$ cat src/rtl/hba_pkg.sv
`timescale 1ns/1ps
package hba_pkg;
  // global area byte offsets
  localparam logic [7:0] G_CAP  = 8'h00;
  localparam logic [7:0] G_CTL  = 8'h04;
  localparam logic [7:0] G_PEND = 8'h08;
  localparam logic [7:0] G_PIMP = 8'h0C;
  localparam logic [7:0] G_VER  = 8'h10;
  // offsets inside a port window
  localparam logic [6:0] P_ISTAT = 7'h10;
  localparam logic [6:0] P_IEN   = 7'h14;
  localparam logic [6:0] P_TFD   = 7'h20;
  localparam logic [6:0] P_LSTAT = 7'h28;
  localparam logic [6:0] P_LCTL  = 7'h2C;

  localparam logic [31:0] IEN_KEEP  = 32'hFDC0_00FF;
  localparam logic [31:0] VER_VAL   = 32'h0001_0000;
  localparam logic [31:0] LSTAT_UP  = 32'h0000_0113;
  localparam logic [31:0] CAP_FIXED = 32'h4014_0000;
  localparam logic [15:0] TFD_RST   = 16'h0130;

  function automatic logic [31:0] cap_word(input int unsigned ports, input int unsigned slots);
    logic [31:0] p, s;
    p = 32'(ports - 1) & 32'h1F;
    s = 32'(slots - 1) & 32'h1F;
    return CAP_FIXED | (s << 8) | p;
  endfunction
endpackage

$ cat src/rtl/hba_port_win.sv
`timescale 1ns/1ps
module hba_port_win
  import hba_pkg::*;
(
  input  logic        clk,
  input  logic        rst_n,
  input  logic        ctl_rst,
  input  logic        wr,
  input  logic [4:0]  widx,
  input  logic [31:0] wdata,
  input  logic [31:0] ev,
  input  logic        present,
  output logic [31:0] rdata,
  output logic [31:0] mask,
  output logic        hit_now,
  output logic        hit_next,
  output logic        touch,
  output logic        rst_pulse
);
  logic [31:0] stat_q, stat_d, mask_q, mask_d, sctl_q, sctl_d;
  logic [15:0] tfd_q, tfd_d;
  logic        prst_q, prst_d, det_fall;
  logic [6:0]  offs;

  assign offs = {widx, 2'b00};

  always_comb begin
    stat_d   = stat_q | ev;
    mask_d   = mask_q;
    tfd_d    = tfd_q;
    sctl_d   = sctl_q;
    det_fall = 1'b0;
    touch    = |ev;
    if (wr) begin
      case (offs)
        P_ISTAT: begin
          stat_d = (stat_q & ~wdata) | ev;
          touch  = 1'b1;
        end
        P_IEN: begin
          mask_d = wdata & IEN_KEEP;
          touch  = 1'b1;
        end
        P_TFD:  tfd_d = wdata[15:0];
        P_LCTL: begin
          sctl_d   = wdata;
          det_fall = (sctl_q[3:0] == 4'd1) && (wdata[3:0] == 4'd0);
        end
        default: ;
      endcase
    end
    if (det_fall) tfd_d = TFD_RST;
    prst_d = det_fall | ctl_rst;
    if (ctl_rst) begin
      stat_d = '0;
      mask_d = '0;
      tfd_d  = TFD_RST;
      sctl_d = '0;
      touch  = 1'b1;
    end
  end

  always_ff @(posedge clk or negedge rst_n) begin
    if (!rst_n) begin
      stat_q <= '0;
      mask_q <= '0;
      tfd_q  <= TFD_RST;
      sctl_q <= '0;
      prst_q <= 1'b0;
    end else begin
      stat_q <= stat_d;
      mask_q <= mask_d;
      tfd_q  <= tfd_d;
      sctl_q <= sctl_d;
      prst_q <= prst_d;
    end
  end

  always_comb begin
    case (offs)
      P_ISTAT: rdata = stat_q;
      P_IEN:   rdata = mask_q;
      P_TFD:   rdata = {16'h0, tfd_q};
      P_LSTAT: rdata = present ? LSTAT_UP : 32'h0;
      P_LCTL:  rdata = sctl_q;
      default: rdata = 32'h0;
    endcase
  end

  assign mask      = mask_q;
  assign hit_now   = |(stat_q & mask_q);
  assign hit_next  = |(stat_d & mask_d);
  assign rst_pulse = prst_q;
endmodule

$ cat src/rtl/hba_irq_agg.sv
`timescale 1ns/1ps
module hba_irq_agg #(
  parameter int unsigned NP = 4
) (
  input  logic          clk,
  input  logic          rst_n,
  input  logic          ctl_rst,
  input  logic [NP-1:0] touch,
  input  logic [NP-1:0] hit_next,
  input  logic          clr_we,
  input  logic [NP-1:0] clr_bits,
  input  logic          ie_next,
  output logic [NP-1:0] pend,
  output logic          irq
);
  logic [NP-1:0] pend_q, pend_d;
  logic          irq_q, irq_d, pend_en;

  always_comb begin
    pend_en = ctl_rst | (|touch) | clr_we;
    if (ctl_rst)      pend_d = '0;
    else if (|touch)  pend_d = hit_next;
    else if (clr_we)  pend_d = pend_q & ~clr_bits;
    else              pend_d = pend_q;
    irq_d = ie_next & (|pend_d) & ~ctl_rst;
  end

  always_ff @(posedge clk or negedge rst_n) begin
    if (!rst_n)       pend_q <= '0;
    else if (pend_en) pend_q <= pend_d;
  end

  always_ff @(posedge clk or negedge rst_n) begin
    if (!rst_n) irq_q <= 1'b0;
    else        irq_q <= irq_d;
  end

  assign pend = pend_q;
  assign irq  = irq_q;
endmodule

$ cat src/rtl/hba_regfile.sv
`timescale 1ns/1ps
module hba_regfile
  import hba_pkg::*;
#(
  parameter int unsigned NPORTS = 4,
  parameter int unsigned SLOTS  = 32,
  parameter int unsigned ADDR_W = 12
) (
  input  logic                 clk,
  input  logic                 rst_n,
  input  logic                 wr_en,
  input  logic [ADDR_W-1:0]    addr,
  input  logic [31:0]          wdata,
  output logic [31:0]          rdata,
  input  logic [NPORTS*32-1:0] ev_bits,
  input  logic [NPORTS-1:0]    dev_present,
  output logic                 irq,
  output logic [NPORTS-1:0]    port_rst
);
  localparam int unsigned PIDX_W = ADDR_W - 7;
  localparam logic [ADDR_W-1:0] PORT_BASE = ADDR_W'(256);
  localparam logic [31:0] CAP_VAL = cap_word(NPORTS, SLOTS);
  localparam logic [31:0] PI_VAL  = 32'((64'd1 << NPORTS) - 64'd1);

  logic              aligned, in_glob, port_ok, wr_ok, gwr;
  logic [ADDR_W-1:0] rel;
  logic [PIDX_W-1:0] pidx;
  logic              ctl_rst, ie_q, ie_d, pend_clr;
  logic [NPORTS-1:0] port_sel, touch, hit_now, hit_next, pend_q;
  logic [NPORTS*32-1:0] mask_all;
  logic [31:0]       port_rd [NPORTS];

  assign aligned = (addr[1:0] == 2'b00);
  assign in_glob = (addr < PORT_BASE);
  assign rel     = addr - PORT_BASE;
  assign pidx    = rel[ADDR_W-1:7];
  assign port_ok = !in_glob && (32'(pidx) < NPORTS);
  assign wr_ok   = wr_en && aligned;
  assign gwr     = wr_ok && in_glob;

  assign ctl_rst  = gwr && (addr[7:0] == G_CTL) && wdata[0];
  assign pend_clr = gwr && (addr[7:0] == G_PEND);

  always_comb begin
    ie_d = ie_q;
    if (ctl_rst)                        ie_d = 1'b0;
    else if (gwr && addr[7:0] == G_CTL) ie_d = wdata[1];
  end

  always_ff @(posedge clk or negedge rst_n) begin
    if (!rst_n) ie_q <= 1'b0;
    else        ie_q <= ie_d;
  end

  for (genvar i = 0; i < NPORTS; i++) begin : g_port
    assign port_sel[i] = wr_ok && port_ok && (pidx == PIDX_W'(i));
    hba_port_win u_win (
      .clk      (clk),
      .rst_n    (rst_n),
      .ctl_rst  (ctl_rst),
      .wr       (port_sel[i]),
      .widx     (addr[6:2]),
      .wdata    (wdata),
      .ev       (ev_bits[i*32 +: 32]),
      .present  (dev_present[i]),
      .rdata    (port_rd[i]),
      .mask     (mask_all[i*32 +: 32]),
      .hit_now  (hit_now[i]),
      .hit_next (hit_next[i]),
      .touch    (touch[i]),
      .rst_pulse(port_rst[i])
    );
  end

  hba_irq_agg #(.NP(NPORTS)) u_agg (
    .clk     (clk),
    .rst_n   (rst_n),
    .ctl_rst (ctl_rst),
    .touch   (touch),
    .hit_next(hit_next),
    .clr_we  (pend_clr),
    .clr_bits(wdata[NPORTS-1:0]),
    .ie_next (ie_d),
    .pend    (pend_q),
    .irq     (irq)
  );

  always_comb begin
    rdata = 32'h0;
    if (aligned && in_glob) begin
      case (addr[7:0])
        G_CAP:   rdata = CAP_VAL;
        G_CTL:   rdata = {1'b1, 29'h0, ie_q, 1'b0};
        G_PEND:  rdata = 32'(pend_q);
        G_PIMP:  rdata = PI_VAL;
        G_VER:   rdata = VER_VAL;
        default: rdata = 32'h0;
      endcase
    end else if (aligned && port_ok) begin
      for (int i = 0; i < NPORTS; i++) begin
        if (pidx == PIDX_W'(i)) rdata = port_rd[i];
      end
    end
  end
endmodule

$ cat config.mk
export PLATFORM = sky130hd
export DESIGN_NAME = hba_regfile
export DESIGN_NICKNAME = d
export VERILOG_FILES = /design/src/rtl/hba_pkg.sv /design/src/rtl/hba_port_win.sv /design/src/rtl/hba_irq_agg.sv /design/src/rtl/hba_regfile.sv
export SDC_FILE = /design/constraint.sdc
export NUM_CORES = 1
export LEC_CHECK = 0
export ABC_AREA = 1
export BUFFER_PORTS_ARGS = -buffer_cell sky130_fd_sc_hd__buf_2
export CAP_MARGIN = 20
export CELL_PAD_IN_SITES_DETAIL_PLACEMENT = 1
export CELL_PAD_IN_SITES_GLOBAL_PLACEMENT = 1
export CORE_ASPECT_RATIO = 2
export CORE_MARGIN = 4
export CORE_UTILIZATION = 47
export DETAILED_ROUTE_END_ITERATION = 12
export GPL_TIMING_DRIVEN = 1
export PLACE_DENSITY = 0.89
export SLEW_MARGIN = 20
export SYNTH_ARGS = -nofsm -noshare
export SYNTH_HDL_FRONTEND = slang
export SYNTH_SLANG_ARGS = --single-unit
$ cat constraint.sdc
create_clock -name clk -period 5.1 [get_ports clk]
set_input_delay 0.765 -clock clk [delete_from_list [all_inputs] [get_ports clk]]
set_output_delay 0.765 -clock clk [all_outputs]
set_load 0.02 [all_outputs]
* Word-level counts from Yosys, hierarchy flattened
Cells that the tools add are included.
** Storage, ports and cells
- Output and inout bits :: 37
- Bits in registers :: 458
- Input port bits :: 179
** Cells by class
- Magnitude comparators :: 2
- Equal/unequal tests :: 16
- Add/subtract/negate cells :: 1
- Bitwise gates (word level) :: 28
- Muxes and demuxes :: 86
- Reductions and logical operators :: 54
** Operators with widths (count)
- $mux W32 :: 39
- $pmux W32 S5 :: 5
- $and A32 B32 Y32 :: 8
- $or A32 B32 Y32 :: 8
- $reduce_or A32 Y1 :: 8
- $mux W16 :: 13
- $mux W9 :: 4
- $not A32 Y32 :: 1
- $reduce_bool A3 Y1 :: 8
- $mux W1 :: 22
- $logic_and A1 B1 Y1 :: 17
- $eq A4 B1 Y1 const B :: 4
- $eq A8 B4 Y1 const B :: 2
- $reduce_and A2 Y1 :: 8
- $eq A5 B4 Y1 const B :: 3
- $lt A12 B9 Y1 const B :: 1
- $mux W4 :: 3
- $sub A12 B9 Y12 const B :: 1
- $eq A5 B2 Y1 const B :: 2
- $eq A5 B3 Y1 const B :: 2
- $reduce_bool A2 Y1 :: 5
- $eq A8 B3 Y1 const B :: 1
- $eq A8 B5 Y1 const B :: 1
- $logic_not A8 Y1 :: 1
- 13 further kinds :: 20

* Depth between registers and ports, before layout
- Depth in word-level cells :: 14
- Mapped depth :: 24
- Mapped depth without buffers :: 21

* Hierarchy
Synthesis repeated with hierarchy kept, for this count alone.
** Unflattened totals
- Cell total of the unflattened synthesis :: 3767
- Area total of the unflattened synthesis :: 27207.3 um^2
** Modules (own cells, without submodules)
- hba_port_win :: area an instance 6258.5 um^2, seq. area each 2831.5 um^2, cells an instance 837, times used 4
- hba_regfile :: area an instance 1859.3 um^2, seq. area each 25.0 um^2, cells an instance 377, times used 1
- hba_irq_agg :: area an instance 314.1 um^2, seq. area each 125.1 um^2, cells an instance 42, times used 1

* Worst setup path after synthesis
OpenSTA, ideal clock, no wires.
- Kind :: input to output
- Start :: input addr[8]
- End :: output rdata[17]
- Required time :: 4335 ps
- Buffers on the path :: 3
- Stages on the path :: 13
- Arrival time :: 2967 ps
- Path slack :: 1368 ps
- Cell sequence :: buf_6 inv_2 clkbuf_1 ha_1 nor2_1 inv_1 nand3_1 nor2_1 nand2_1 nor2_1 inv_1 clkbuf_1 nor4_1
** On the way
- Longest elaborated chain between the ends :: 8
- Elaborated cells on any way between the ends :: 17
** RTL lines
- from (decl) :: line hba_regfile.sv:12 : input logic [ADDR_W-1:0] addr,
- $sub A12 B9 Y12 :: line hba_regfile.sv:35 : assign rel = addr - PORT_BASE;
- $logic_not A5 Y1 :: line hba_regfile.sv:101 : if (pidx == PIDX_W'(i)) rdata = port_rd[i];
- $mux W32 (4 in series) :: line hba_regfile.sv:101
- $mux W32 :: line hba_regfile.sv:99 : end else if (aligned && port_ok) begin
- $mux W32 (*) :: line hba_regfile.sv:90 : if (aligned && in_glob) begin
- to (decl) :: line hba_regfile.sv:14 : output logic [31:0] rdata,
Every way passes the cells marked *; elsewhere a longest branch is shown, timed or not.

* Worst setup path after layout
Ends and elaborated chain as after synthesis.

==> flow_metrics.tcl <==
set metrics [dict create \
    status "complete, no violations" \
    p_sw_w 0.00209 \
    cts.sinks 458 \
    grt_pass1_vias 30900 \
    io_pins 216 \
    grt_max_degree 124 \
    switching_share_pct 25.7 \
    register_area_sq_um 11500 \
    antenna_left 0 \
    synthTopCellsByArea "dfrtp_1 42%, nand2_1 16%, inv_1 8.6%, nor2_1 7.1%, o21ai_0 6.5%" \
    antenna_found_initial 3 \
    post-route-worst-setup-slack_ns 0.785 \
    fillers 7505 \
    ir_drop_mv 0.209 \
    async_flop_share_pct 100 \
    multi_input_area_sq_um 12000 \
    r2r_cells 6 \
    vias_per_cell 6.16 \
    synth_edf_count 0 \
    fin_cells 4850 \
    power_frac_seq_pct 44.9 \
    ys_warn_count 0 \
    pwr_density_cell_nw_per_um2 269 \
    final_max_slew_viol_count 0 \
    die_w_microns 176 \
    row_count 123 \
    syn_area_sq_um 26600 \
    dp_cells 4765 \
    grt-ovfl-total 0 \
    routed_wl_microns 131000 \
    power.total_w 0.00814 \
    die_h_microns 344 \
    p_int_w 0.00605 \
    start_kind "input port" \
    syn_inst 3917 \
    hold_viol_final 0 \
    final_core_util_pct 54.0 \
    clock_latency_ns 0.60 \
    cts_tree "done" \
    avgSynthCellArea_sq_um 6.79 \
    p_clk_share_pct 47.5 \
    nets 4242 \
    grt_pass1_wl_microns 192000 \
    dieArea_sq_um 60700 \
    setup_violations 0 \
    start_util_pct 47.4 \
    crit_type "input port to primary output" \
    synth.ff_latch_count 458 \
    relSlewSlack_pct 26.1 \
    ctsHtreeMaxLevel 2 \
    drive_gt1_share_pct 10.6 \
    reg2reg_from "g_port[1].u_win.sctl_q[2]" \
    numCtsBuffers 45 \
    worstMarginPinSlew_ns 1.11 \
    dr.first_iter.drc_count 3281 \
    hpwl_microns 93800 \
    drtPass1Iterations 6 \
    yosysSeqAreaShare_pct 43.1 \
    hold_path.class "input port to asynchronous set/reset pin" \
    post_synth_num_cell_types 54 \
    dr_total_vias 29900 \
    r2r_setup_slack_ns 1.89 \
    syn_nets 4097 \
    area_growth_pct 13.9 \
    crit_start "addr[8]" \
    drc 0 \
    cts_setup_buffers 0 \
    fmax_mhz 232 \
    core_area_sq_um 56200 \
    clock-root-buffer "clkbuf_16" \
    p_leak_nw 16.1 \
    cap_violations 0 \
    cts_buffer_depth 3 \
    required_ns 4.34 \
    r2r-end "g_port[1].u_win.tfd_q[3]" \
    cts_hold_buf 0 \
    routabilityCongestion 0.991 \
    p_comb_share_pct 7.6 \
    grt_setup_unrepaired "no" \
    cts_resized 0 \
    arrival_ns 3.55 \
    netlist.area_leader.share_pct 42.0 \
    finalCriticalPeriod_ns 4.32 \
    fin_skew_ns 0.0193 \
    cp_max_fo 14 \
    pre_cts_slack_ns 0.821 \
    port_buffers 215 \
    finalSetupTns_ns 0 \
    critPathCapture "rdata[17]" \
    clkTransAtPathRegs_ns 0.07 \
    post_drt_wl_per_cell_microns 26.9 \
    synthFlopType "dfrtp_1" \
    timing.final.crit_share_pct 84.6 \
    yosys.area.top_type "dfrtp_1" \
    cp-end-kind "primary output" \
    track_usage_pct 42.4 \
]
==> cells by family after synthesis <==
logic type | Yosys count | synth area share [%]
AOI/OAI and AO/OA | 684 | 15.1
adders and majority gates | 1 | 0.0470
buffers and inverters | 820 | 12.1
DFF | 458 | 43.1
and+or+nand+nor | 1954 | 29.5
==> worst min path at each step <==
stage | startpoint | to | slack, ns | depth (start not counted)
3_3_place_gp | g_port[1].u_win.tfd_q[8] | g_port[1].u_win.tfd_q[8] | 0.45 | 2
2_1_floorplan | g_port[0].u_win.tfd_q[8] | g_port[0].u_win.tfd_q[8] | 0.44 | 2
5_1_grt | rst_n | g_port[3].u_win.sctl_q[3] | 0.34 | 1
3_5_place_dp | g_port[1].u_win.tfd_q[8] | g_port[1].u_win.tfd_q[8] | 0.46 | 2
4_1_cts | rst_n | g_port[3].u_win.sctl_q[2] | 0.30 | 1
6_report | rst_n | g_port[3].u_win.sctl_q[2] | 0.23 | 1
==> synth_stat cells, types with 2 or more instances <==
library cell and n:
a22o_1 12, a32oi_1 4, a2111oi_0 7, a211oi_1 9
a31oi_1 7, nand3_1 165, nand4_2 4, nand3_2 2
o21a_1 4, dfrtp_1 446, o21bai_1 17, o221ai_1 2
nor2_4 3, a32o_1 2, dfstp_2 12, a221oi_1 31
inv_1 607, nor2_2 13, a41oi_1 5, clkbuf_1 104
o2111ai_1 49, inv_2 12, nand2_1 1154, buf_2 62
nor4_1 6, buf_4 11, o32ai_1 2, nor3_1 65
buf_1 19, nor2_1 500, a21oi_1 134, a221o_1 2
o21ai_1 18, o22ai_1 18, o31ai_1 2, nand4_1 28
and2_1 7, buf_6 4, o21ai_0 344, o211ai_1 10
==> cell usage in the layout, fill, tap and decap left out, drive strengths merged, types with 10 or more instances in the layout <==
cell type / count
nand2: 1156
inv: 620
nor2: 516
dfrtp: 446
o21ai: 362
buf: 298
nand3: 168
a21oi: 135
nor3: 65
clkbuf: 64
o2111ai: 49
nand4: 32
a221oi: 31
o22ai: 18
o21bai: 17
a22o: 12
dfstp: 12
o211ai: 10
clkinv: 10
==> per-layer routing <==
| layer | GRT usage (%) | share of wire [%] |
|---|---|---|
| met5 | 0 | 0 |
| met4 | 38.2 | 12 |
| met3 | 8.02 | 9.4 |
| met2 | 67.7 | 45 |
| met1 | 47.8 | 34 |
==> registers in the layout, indices dropped and copies added, names as in the netlist <==
name	cells
g_port.u_win.mask	128
g_port.u_win.sctl_q	128
g_port.u_win.stat_q	128
g_port.u_win.tfd_q	64
g_port.u_win.rst_pulse	4
u_agg.pend	4
ie_q	1
u_agg.irq	1
==> power by group through the flow <==
stage	registers (W)	logic (W)	clock network, W
final	0.00366	0.000622	0.00386
after detailed placement	0.00372	0.000592	0
after CTS	0.00366	0.000598	0.00384
after global routing	0.00365	0.000653	0.00398
after floorplan	0.00372	0.000224	0
after global placement	0.00372	0.000584	0
==> through the flow <==
stage,area (sq um),hold WS [ns]
2_1_floorplan,26600,0.444
3_3_place_gp,28700,0.451
3_5_place_dp,28700,0.464
4_1_cts,30300,0.303
5_1_grt,30300,0.340
6_report,30300,0.232
==> critical path, cell delays in order <==
cell	delay (ns)
buf_2	0.13
inv_2	0.11
buf_4	0.29
nand2_1	0.12
nand2_1	0.07
nand2_1	0.05
nor2_1	0.19
nand2_1	0.10
nor2_2	0.12
inv_1	0.40
nor4_1	0.87
buf_2	0.30
==> layout make-up <==
cell class | count | area share [%]
Antenna cell | 2 | 0.0165
Clock buffer | 64 | 4.31
Clock inverter | 19 | 1.09
Inverter | 620 | 7.70
Multi-Input combinational cell | 2639 | 39.6
Sequential cell | 458 | 37.9
Tap cell | 750 | 3.10
Timing Repair Buffer | 298 | 6.34
Note: power is estimated with default switching activity, not from simulation.
